## config.mk

```make
export PLATFORM = sky130hd
export DESIGN_NAME = async_bus_slave
export DESIGN_NICKNAME = d
export VERILOG_FILES = /design/src/rtl/async_bus_slave_pkg.sv /design/src/rtl/abs_sync.sv /design/src/rtl/abs_decode.sv /design/src/rtl/abs_regfile.sv /design/src/rtl/abs_ctrl.sv /design/src/rtl/async_bus_slave.sv
export SDC_FILE = /design/constraint.sdc
export NUM_CORES = 1
export LEC_CHECK = 0
export ABC_AREA = 1
export BUFFER_PORTS_ARGS = -buffer_cell sky130_fd_sc_hd__buf_2
export CAP_MARGIN = 10
export CORE_UTILIZATION = 59
export DETAILED_ROUTE_END_ITERATION = 10
export PLACE_DENSITY_LB_ADDON = 0.08
export SLEW_MARGIN = 25
export SYNTH_ARGS = -nofsm -noshare
export SYNTH_HDL_FRONTEND = slang
export SYNTH_SLANG_ARGS = --single-unit
```

## constraint.sdc

```tcl
create_clock -name clk -period 9.8 [get_ports clk]
set_clock_uncertainty 0.05 [all_clocks]
set_input_delay 0.49 -clock clk [delete_from_list [all_inputs] [get_ports clk]]
set_output_delay 0.49 -clock clk [all_outputs]
set_load 0.01 [all_outputs]
```

## src/rtl/async_bus_slave_pkg.sv

```systemverilog
package async_bus_slave_pkg;

  typedef enum logic [1:0] {
    CYC_READ = 2'b00,
    CYC_RMW  = 2'b01,
    CYC_WORD = 2'b10,
    CYC_BYTE = 2'b11
  } cyc_e;

  typedef enum logic [1:0] {
    HS_IDLE  = 2'd0,
    HS_EXEC  = 2'd1,
    HS_ACK   = 2'd2,
    HS_NOACK = 2'd3
  } hs_state_e;

endpackage

```

## src/rtl/abs_sync.sv

```systemverilog
module abs_sync #(
  parameter int W = 1
) (
  input  logic         clk,
  input  logic         rst_n,
  input  logic [W-1:0] d,
  output logic [W-1:0] q
);

  logic [W-1:0] meta_q;

  always_ff @(posedge clk or negedge rst_n) begin
    if (!rst_n) begin
      meta_q <= '0;
      q      <= '0;
    end else begin
      meta_q <= d;
      q      <= meta_q;
    end
  end

endmodule

```

## src/rtl/abs_decode.sv

```systemverilog
module abs_decode #(
  parameter int              ADDR_W   = 18,
  parameter int              REGION_W = 13,
  parameter int              NUM_REGS = 8,
  parameter logic [ADDR_W-1:0] REG_BASE = 18'h3FF00,
  localparam int             IDX_W    = $clog2(NUM_REGS),
  localparam int             WA_W     = ADDR_W - 1
) (
  input  logic [WA_W-1:0]  word_addr,
  output logic             hit,
  output logic [IDX_W-1:0] idx
);

  localparam logic [WA_W-1:0] BASE_W = REG_BASE[ADDR_W-1:1];

  logic [WA_W-1:0] offset;
  logic            in_region;
  logic            above_base;
  logic            in_bank;

  always_comb begin
    offset     = word_addr - BASE_W;
    in_region  = &word_addr[WA_W-1:REGION_W-1];
    above_base = (word_addr >= BASE_W);
    in_bank    = (offset < WA_W'(NUM_REGS));
    hit        = in_region && above_base && in_bank;
    idx        = offset[IDX_W-1:0];
  end

endmodule

```

## src/rtl/abs_regfile.sv

```systemverilog
module abs_regfile #(
  parameter int  DATA_W   = 16,
  parameter int  NUM_REGS = 8,
  localparam int IDX_W    = $clog2(NUM_REGS),
  localparam int LANES    = DATA_W / 8
) (
  input  logic              clk,
  input  logic              rst_n,
  input  logic              clr,
  input  logic [IDX_W-1:0]  wr_idx,
  input  logic [LANES-1:0]  wr_be,
  input  logic [DATA_W-1:0] wr_data,
  input  logic [IDX_W-1:0]  rd_idx,
  output logic [DATA_W-1:0] rd_data
);

  logic [NUM_REGS-1:0][DATA_W-1:0] bank;

  for (genvar i = 0; i < NUM_REGS; i++) begin : gen_reg
    logic [DATA_W-1:0] q;
    logic [DATA_W-1:0] q_d;
    logic              sel;

    assign sel = (wr_idx == IDX_W'(i));

    always_comb begin
      q_d = q;
      if (clr) begin
        q_d = '0;
      end else if (sel) begin
        for (int b = 0; b < LANES; b++) begin
          if (wr_be[b]) q_d[b*8 +: 8] = wr_data[b*8 +: 8];
        end
      end
    end

    always_ff @(posedge clk or negedge rst_n) begin
      if (!rst_n) q <= '0;
      else        q <= q_d;
    end

    assign bank[i] = q;
  end

  assign rd_data = bank[rd_idx];

endmodule

```

## src/rtl/abs_ctrl.sv

```systemverilog
module abs_ctrl
  import async_bus_slave_pkg::*;
#(
  parameter int  ADDR_W   = 18,
  parameter int  DATA_W   = 16,
  parameter int  NUM_REGS = 8,
  localparam int IDX_W    = $clog2(NUM_REGS),
  localparam int LANES    = DATA_W / 8
) (
  input  logic              clk,
  input  logic              rst_n,
  input  logic              init_s,
  input  logic              msync_s,
  input  logic [ADDR_W-1:0] addr_s,
  input  logic [1:0]        ctl_s,
  input  logic [DATA_W-1:0] wdata_s,
  input  logic              hit,
  input  logic [IDX_W-1:0]  idx,
  input  logic [DATA_W-1:0] rd_word,
  output logic [ADDR_W-1:0] cap_addr,
  output cyc_e              cap_ctl,
  output logic [DATA_W-1:0] cap_data,
  output logic [LANES-1:0]  wr_be,
  output logic              in_exec,
  output logic              lock_q,
  output logic [IDX_W-1:0]  lock_idx_q,
  output logic              ssync,
  output logic [DATA_W-1:0] rdata,
  output logic              rdata_oe
);

  hs_state_e         state_q, state_d;
  logic              cap_en;
  logic              accept;
  logic              is_rd;
  logic              is_wr;
  logic              lock_d;
  logic [IDX_W-1:0]  lock_idx_d;
  logic [DATA_W-1:0] rdata_d;
  logic              oe_d;
  logic              ssync_d;

  assign in_exec = (state_q == HS_EXEC);
  assign is_rd   = (cap_ctl == CYC_READ) || (cap_ctl == CYC_RMW);
  assign is_wr   = !is_rd;
  assign accept  = hit && !((cap_ctl == CYC_RMW) && lock_q && (idx != lock_idx_q));

  // next state
  always_comb begin
    state_d = state_q;
    cap_en  = 1'b0;
    unique case (state_q)
      HS_IDLE: begin
        if (msync_s) begin
          cap_en  = 1'b1;
          state_d = HS_EXEC;
        end
      end
      HS_EXEC:  state_d = accept ? HS_ACK : HS_NOACK;
      HS_ACK:   if (!msync_s) state_d = HS_IDLE;
      HS_NOACK: if (!msync_s) state_d = HS_IDLE;
      default:  state_d = HS_IDLE;
    endcase
    if (init_s) begin
      state_d = HS_IDLE;
      cap_en  = 1'b0;
    end
  end

  // write strobes
  always_comb begin
    wr_be = '0;
    if (in_exec && accept && !init_s) begin
      if (cap_ctl == CYC_WORD)      wr_be = '1;
      else if (cap_ctl == CYC_BYTE) wr_be = cap_addr[0] ? LANES'(2'b10) : LANES'(2'b01);
    end
  end

  // reservation, read data, acknowledge
  always_comb begin
    lock_d     = lock_q;
    lock_idx_d = lock_idx_q;
    rdata_d    = rdata;
    oe_d       = rdata_oe;
    if (in_exec && accept) begin
      if (cap_ctl == CYC_RMW) begin
        lock_d     = 1'b1;
        lock_idx_d = idx;
      end else if (is_wr && lock_q && (idx == lock_idx_q)) begin
        lock_d = 1'b0;
      end
      if (is_rd) begin
        rdata_d = rd_word;
        oe_d    = 1'b1;
      end
    end
    if ((state_q == HS_ACK) && !msync_s) oe_d = 1'b0;
    ssync_d = (state_q == HS_ACK) && (state_d == HS_ACK);
    if (init_s) begin
      lock_d  = 1'b0;
      oe_d    = 1'b0;
      ssync_d = 1'b0;
    end
  end

  always_ff @(posedge clk or negedge rst_n) begin
    if (!rst_n) begin
      state_q    <= HS_IDLE;
      lock_q     <= 1'b0;
      lock_idx_q <= '0;
      rdata      <= '0;
      rdata_oe   <= 1'b0;
      ssync      <= 1'b0;
    end else begin
      state_q    <= state_d;
      lock_q     <= lock_d;
      lock_idx_q <= lock_idx_d;
      rdata      <= rdata_d;
      rdata_oe   <= oe_d;
      ssync      <= ssync_d;
    end
  end

  always_ff @(posedge clk or negedge rst_n) begin
    if (!rst_n) begin
      cap_addr <= '0;
      cap_ctl  <= CYC_READ;
      cap_data <= '0;
    end else if (cap_en) begin
      cap_addr <= addr_s;
      cap_ctl  <= cyc_e'(ctl_s);
      cap_data <= wdata_s;
    end
  end

endmodule

```

## src/rtl/async_bus_slave.sv

```systemverilog
module async_bus_slave
  import async_bus_slave_pkg::*;
#(
  parameter int                ADDR_W   = 18,
  parameter int                DATA_W   = 16,
  parameter int                REGION_W = 13,
  parameter int                NUM_REGS = 8,
  parameter logic [ADDR_W-1:0] REG_BASE = 18'h3FF00
) (
  input  logic              clk,
  input  logic              rst_n,
  input  logic              bus_init,
  input  logic              msync_a,
  input  logic [ADDR_W-1:0] addr_a,
  input  logic [1:0]        ctl_a,
  input  logic [DATA_W-1:0] wdata_a,
  output logic              ssync,
  output logic [DATA_W-1:0] rdata,
  output logic              rdata_oe
);

  localparam int IDX_W = $clog2(NUM_REGS);
  localparam int LANES = DATA_W / 8;
  localparam int SYN_W = 2 + ADDR_W + 2 + DATA_W;

  logic              rst_meta_q, rst_n_s;
  logic              init_s, msync_s;
  logic [ADDR_W-1:0] addr_s;
  logic [1:0]        ctl_s;
  logic [DATA_W-1:0] wdata_s;
  logic [ADDR_W-1:0] cap_addr;
  cyc_e              cap_ctl;
  logic [DATA_W-1:0] cap_data;
  logic [LANES-1:0]  wr_be;
  logic              hit;
  logic [IDX_W-1:0]  idx;
  logic [DATA_W-1:0] rd_word;
  logic              in_exec;
  logic              lock_q;
  logic [IDX_W-1:0]  lock_idx_q;

  // reset: asserted asynchronously, released on the clock
  always_ff @(posedge clk or negedge rst_n) begin
    if (!rst_n) begin
      rst_meta_q <= 1'b0;
      rst_n_s    <= 1'b0;
    end else begin
      rst_meta_q <= 1'b1;
      rst_n_s    <= rst_meta_q;
    end
  end

  abs_sync #(.W(SYN_W)) u_sync (
    .clk   (clk),
    .rst_n (rst_n_s),
    .d     ({bus_init, msync_a, addr_a, ctl_a, wdata_a}),
    .q     ({init_s, msync_s, addr_s, ctl_s, wdata_s})
  );

  abs_decode #(
    .ADDR_W   (ADDR_W),
    .REGION_W (REGION_W),
    .NUM_REGS (NUM_REGS),
    .REG_BASE (REG_BASE)
  ) u_decode (
    .word_addr (cap_addr[ADDR_W-1:1]),
    .hit       (hit),
    .idx       (idx)
  );

  abs_regfile #(
    .DATA_W   (DATA_W),
    .NUM_REGS (NUM_REGS)
  ) u_regs (
    .clk     (clk),
    .rst_n   (rst_n_s),
    .clr     (init_s),
    .wr_idx  (idx),
    .wr_be   (wr_be),
    .wr_data (cap_data),
    .rd_idx  (idx),
    .rd_data (rd_word)
  );

  abs_ctrl #(
    .ADDR_W   (ADDR_W),
    .DATA_W   (DATA_W),
    .NUM_REGS (NUM_REGS)
  ) u_ctrl (
    .clk        (clk),
    .rst_n      (rst_n_s),
    .init_s     (init_s),
    .msync_s    (msync_s),
    .addr_s     (addr_s),
    .ctl_s      (ctl_s),
    .wdata_s    (wdata_s),
    .hit        (hit),
    .idx        (idx),
    .rd_word    (rd_word),
    .cap_addr   (cap_addr),
    .cap_ctl    (cap_ctl),
    .cap_data   (cap_data),
    .wr_be      (wr_be),
    .in_exec    (in_exec),
    .lock_q     (lock_q),
    .lock_idx_q (lock_idx_q),
    .ssync      (ssync),
    .rdata      (rdata),
    .rdata_oe   (rdata_oe)
  );

endmodule

```

Yosys cells after proc, flatten, opt, wreduce, memory -nomap -nowiden
Index checks and enable logic that the tools add are counted.
{ "totals": {"reg_bits": 266, "input_bits": 40, "wordCells": 145} }
{ "classes": {"addsub": 1, "order_cmp": 3, "n_eq_ne": 16, "muxes": 41, "reduce_logical": 55} }
{ "op_table": {"columns": ["operator", "n"], "rows": [
  ["16-bit 2-to-1 mux", 17],
  ["16-bit binary-select mux with 3-bit select", 1],
  ["2-bit AND reduction", 20],
  ["2-bit nonzero test", 11],
  ["17-bit >= comparator (second input constant)", 1],
  ["17-bit by 4-bit < comparator with 1-bit output (second input constant)", 1],
  ["17-bit subtractor (second input constant)", 1],
  ["8-bit 2-to-1 mux", 2],
  ["2-bit 2-to-1 mux", 7],
  ["1-bit 2-to-1 mux", 13],
  ["3-bit equality test (second input constant)", 4],
  ["1-bit logical AND", 11],
  ["2-bit equality test (second input constant)", 5],
  ["3-bit nonzero test", 3],
  ["3-bit by 2-bit equality test with 1-bit output (second input constant)", 2],
  ["2-bit one-hot mux with 3 select lines", 1],
  ["5-bit AND reduction", 1],
  ["2-bit by 1-bit equality test with 1-bit output (second input constant)", 2],
  ["1-bit logical NOT", 4],
  ["2-bit logical NOT", 2],
  ["3-bit by 4-bit < comparator with 1-bit output (second input constant)", 1],
  ["3-bit by 1-bit equality test with 1-bit output (second input constant)", 1],
  ["3-bit equality test", 1],
  ["3-bit logical NOT", 1],
  ["other kinds (3)", 3]
]} }

Depth between registers and ports, before layout
{ "depth": {"depth_word": 11, "ltp_mapped": 11, "mapped_depth_nobuf": 10} }

Hierarchy
From an unflattened synthesis, not the netlist that was laid out.
{ "unflattened": {"hier_cells": 1345, "hier_area_um2": 11669.9} }
{ "by_module_without_submodules": {"columns": ["module", "instances", "cells_each", "area_per_inst_um2"], "rows": [
  ["abs_regfile", 1, 1033, 7073.0],
  ["abs_ctrl", 1, 213, 2551.2],
  ["abs_sync", 1, 76, 1901.8],
  ["abs_decode", 1, 20, 90.1],
  ["async_bus_slave", 1, 3, 53.8]
]} }

Worst setup path after synthesis
No wires, ideal clock.
{ "synth_timing": {"path_kind": "register to register", "from": "register u_ctrl.state_q[1]", "to": "register u_regs.gen_reg[7].q[0]", "setup_time_ns": 0.117, "arrival_time_ns": 1.440, "setup_slack_ns": 8.193, "path_stages_with_launch": 12, "path_buffers": 1, "period_less_slack_ns": 1.607, "cell_sequence": "dfrtp_1 > inv_1 > nand2_1 > nor2_1 > nand2_1 > nor2_1 > nand3_1 > nand2_2 > buf_6 > nand2_2 > nand2_1 > nand2_1"} }
{ "synth_via": {"elab_chain_cells": 6} }
{ "synth_lines": {"columns": ["item", "line", "rtl"], "rows": [
  ["from (decl)", "abs_ctrl.sv:32", "hs_state_e state_q, state_d;"],
  ["from (signal assigned)", "abs_ctrl.sv:115", "state_q <= state_d;"],
  ["2-bit by 1-bit equality test with 1-bit output", "abs_ctrl.sv:43", "assign in_exec = (state_q == HS_EXEC);"],
  ["1-bit logical AND (2 in series)", "abs_ctrl.sv:73", "if (in_exec && accept && !init_s) begin"],
  ["2-bit 2-to-1 mux", "abs_ctrl.sv:73", null],
  ["2-bit nonzero test (no source line)", null, null],
  ["2-bit AND reduction (no source line)", null, null],
  ["to (signal assigned)", "abs_regfile.sv:39", "else q <= q_d;"],
  ["to (decl)", "abs_regfile.sv:20", "logic [DATA_W-1:0] q;"]
]} }
No other way between the ends.
A chain may end at the register's enable or synchronous reset.

Worst setup path in the final report
{ "layout_timing": {"from": "register u_sync.q[37]", "to": "register u_regs.gen_reg[0].q[14]"} }
{ "layout_via": {"elab_chain_cells": 5, "word_cells_on_any_way": 7, "classes_between": "2 x mux; 5 x reduce/logical"} }
{ "layout_lines": {"columns": ["item", "line", "rtl"], "rows": [
  ["from (decl)", "abs_sync.sv:7", "output logic [W-1:0] q"],
  ["from (signal assigned)", "abs_sync.sv:18", "q <= meta_q;"],
  ["1-bit logical NOT", "abs_ctrl.sv:73", null],
  ["1-bit logical AND", "abs_ctrl.sv:73", null],
  ["2-bit 2-to-1 mux", "abs_ctrl.sv:73", null],
  ["2-bit nonzero test (no source line)", null, null],
  ["2-bit AND reduction (no source line)", null, null],
  ["to (signal assigned)", "abs_regfile.sv:39", null],
  ["to (decl)", "abs_regfile.sv:20", null]
]} }
Several ways; a longest one is shown, not always the timed one.

==> metrics.csv <==
metric,value,unit
placed insts,1342,
Period minus WS final,2840,ps
total power,0.00290,W
first-pass GRT wire length,38.2,mm
CP Max Fanout,72,
critical path type,reg -> reg,
Global Route Usage Sum,26.7,%
layout cell share with drive strength beyond 1,13.1,%
largest net degree at the start of global routing,87,
Die X-Extent,135,µm
Port Buf Inserts,57,
post-synth net total,1140,
Vias,7694,
HP Class,in -> reg,
Avg Vias per Cell,5.38,
leading area contributor after synthesis,dfrtp_1,
yosys warns,0,
"Seq/Total Area, Yosys",63.6,%
"most common cell after layout, fill and taps aside",nand2_1,
final non-filler cell total,1431,
CTS sink count,266,
Post-CTS Resized,0,
Nets,1224,
CTS tree,done,
Critical Path End Type,register,
row count,48,
final hold vios,0,
CTS clock-pin slew for the worst setup and hold paths,60,ps
static leakage,6.20,nW
"Distinct cells, synth",28,
core box area,17300,µm²
H-tree levels,1,
later-pin clock latency in the skew report,540,ps
final worst path period share,29.0,%
worst slew pin tran,958,ps
half-perimeter wire length after placement,13.2,mm
post-synthesis cell area,10500,µm²
Chip Height,135,µm
Layout area overhead,16.9,%
# Max-Cap Violations,0,
Reg area,6660,µm²
fillers,1306,
Residual DRC,0,
Synth Instances,1100,
initial DRC count,633,
TritonRoute pass-1 iters,5,
Critical Path AT,3210,ps
#FFs+latches synth,266,
Detail Route Antenna Nets,0,
power density cells,237,nW/µm²
final WL,23.1,mm
top cell type's share of synthesized area,63.6,%
multi-input logic area,3460,µm²
max_slew headroom,36.1,%
fin. max-slew vios,0,
root buf cell,clkbuf_16,
total grt overflow,0,
status,"finished, final reports clean",
Final Setup Violations,0,
number of global-route vias before repair,7428,
Initial Util,60.5,%
Max Clock Freq,0.352,GHz
post-DR wirelength/cell,16.1,µm
CP Launch Type,register,
GP Congestion,0.791,
"commonest non-fill, non-tap cells in the layout","nand2_1 (427), dfrtp_1 (265), nand3_1 (132), buf_2 (57), nor2_1 (50)",
"Avg Cell Area, Syn",9.52,µm²
Min Hold Slack,39.2,ps
setup TNS,0,ps
I/O pin count,58,
Final Util,70.8,%
Clock Tree Buf Depth,3,
WP data required,10180,ps
die area,18300,µm²
initial antenna violation count,0,
maximum vdd drop,0.000209,V
CTS Buf Count,27,
RSZ-0062 raised after global routing,no,
Synth area leaders,"dfrtp_1 (64%), nand2_1 (15%), nand3_1 (6.3%)",
[sequential cells by signal, summed over array words and instances (netlist names), 3 cells and up]
name,cells
u_ctrl.lock_idx_q,3
u_ctrl.cap_addr,18
u_ctrl.rdata,16
u_sync.meta_q,38
u_regs.gen.q,128
u_sync.q,38
u_ctrl.cap_data,16
[worst max-delay path: stages (launching register included)]
cell and delay (ps):
dfrtp_1 790, inv_1 500, nand2_2 190, buf_4 580, nand2_1 360, nand2_1 150, nand2_1 60
[cells by family (layout without fill, tap and decap cells)]
group / after synthesis / count (layout) / share of synthesized area (%)
and+or+nand+nor: 662 / 662 / 26.6
other: 1 / 2 / 0.0358
muxes: 29 / 29 / 2.93
DFF: 266 / 266 / 63.6
buffers and inverters: 84 / 189 / 3.49
xor gates and xnor gates: 1 / 1 / 0.0836
AOI/OAI and AO/OA: 57 / 57 / 3.26
[layout make-up]
class | count | share of cell area, %
Sequential cell | 266 | 54.4
Antenna cell | 1 | 0.0204
Inverter | 36 | 1.10
Clock inverter | 13 | 1.50
Timing Repair Buffer | 103 | 6.02
Tap cell | 225 | 2.30
Multi-Input combinational cell | 750 | 28.3
Clock buffer | 37 | 6.40
[where the power goes]
part | switching, W | internal, W
combinational | 0.000308 | 0.000151
sequential | 0.0000917 | 0.00126
clock | 0.000422 | 0.000667
total | 0.000822 | 0.00208
[metal layers]
layer	GRT usage (%)	vias up	wire [µm]
met4	5.06	0	362
met1	38.8	3727	10700
met5	0	-	0
li1	-	3719	-
met3	4.15	31	1190
met2	42.9	217	10800
[what timing repair did]
| action | CTS | global route |
|---|---|---|
| hold buffers | 38 | 0 |
| setup buffers | 0 | 0 |
| hold endpoints to repair | 39 | 0 |
[Yosys cell counts, drive strengths merged]
| master | count |
|---|---|
| nor2 | 53 |
| o22ai | 1 |
| conb | 1 |
| a211oi | 1 |
| and2 | 1 |
| inv | 36 |
| xnor2 | 1 |
| nand2 | 443 |
| clkbuf | 15 |
| o21ai | 28 |
| dfrtp | 266 |
| buf | 33 |
| mux2i | 16 |
| nand4 | 33 |
| a21oi | 27 |
| mux2 | 13 |
| nand3 | 132 |
[final timing paths]
check                        startpoint                       to  slack, ps  depth (start not counted)
setup / recovery           u_sync.q[37]  u_regs.gen_reg[0].q[14]       6960                          6
hold / removal               wdata_a[8]         u_sync.meta_q[8]         40                          1
setup reg to reg           u_sync.q[37]  u_regs.gen_reg[0].q[14]       6960                          6
hold reg to reg                 rst_n_s              u_sync.q[2]        150                          0
max in group asynchronous       rst_n_s   u_regs.gen_reg[5].q[0]       7880                          2
min in group asynchronous       rst_n_s              u_sync.q[2]        150                          0
[per-stage QoR]
stage / instance area, µm² / worst slack (ps)
finish: 12200 / 6960
global route: 12200 / 6690
CTS: 12200 / 6960
detailed placement: 10900 / 7000
global placement: 10900 / 7080
floorplan: 10500 / 1790
Note: power is estimated with default switching activity, not from simulation.
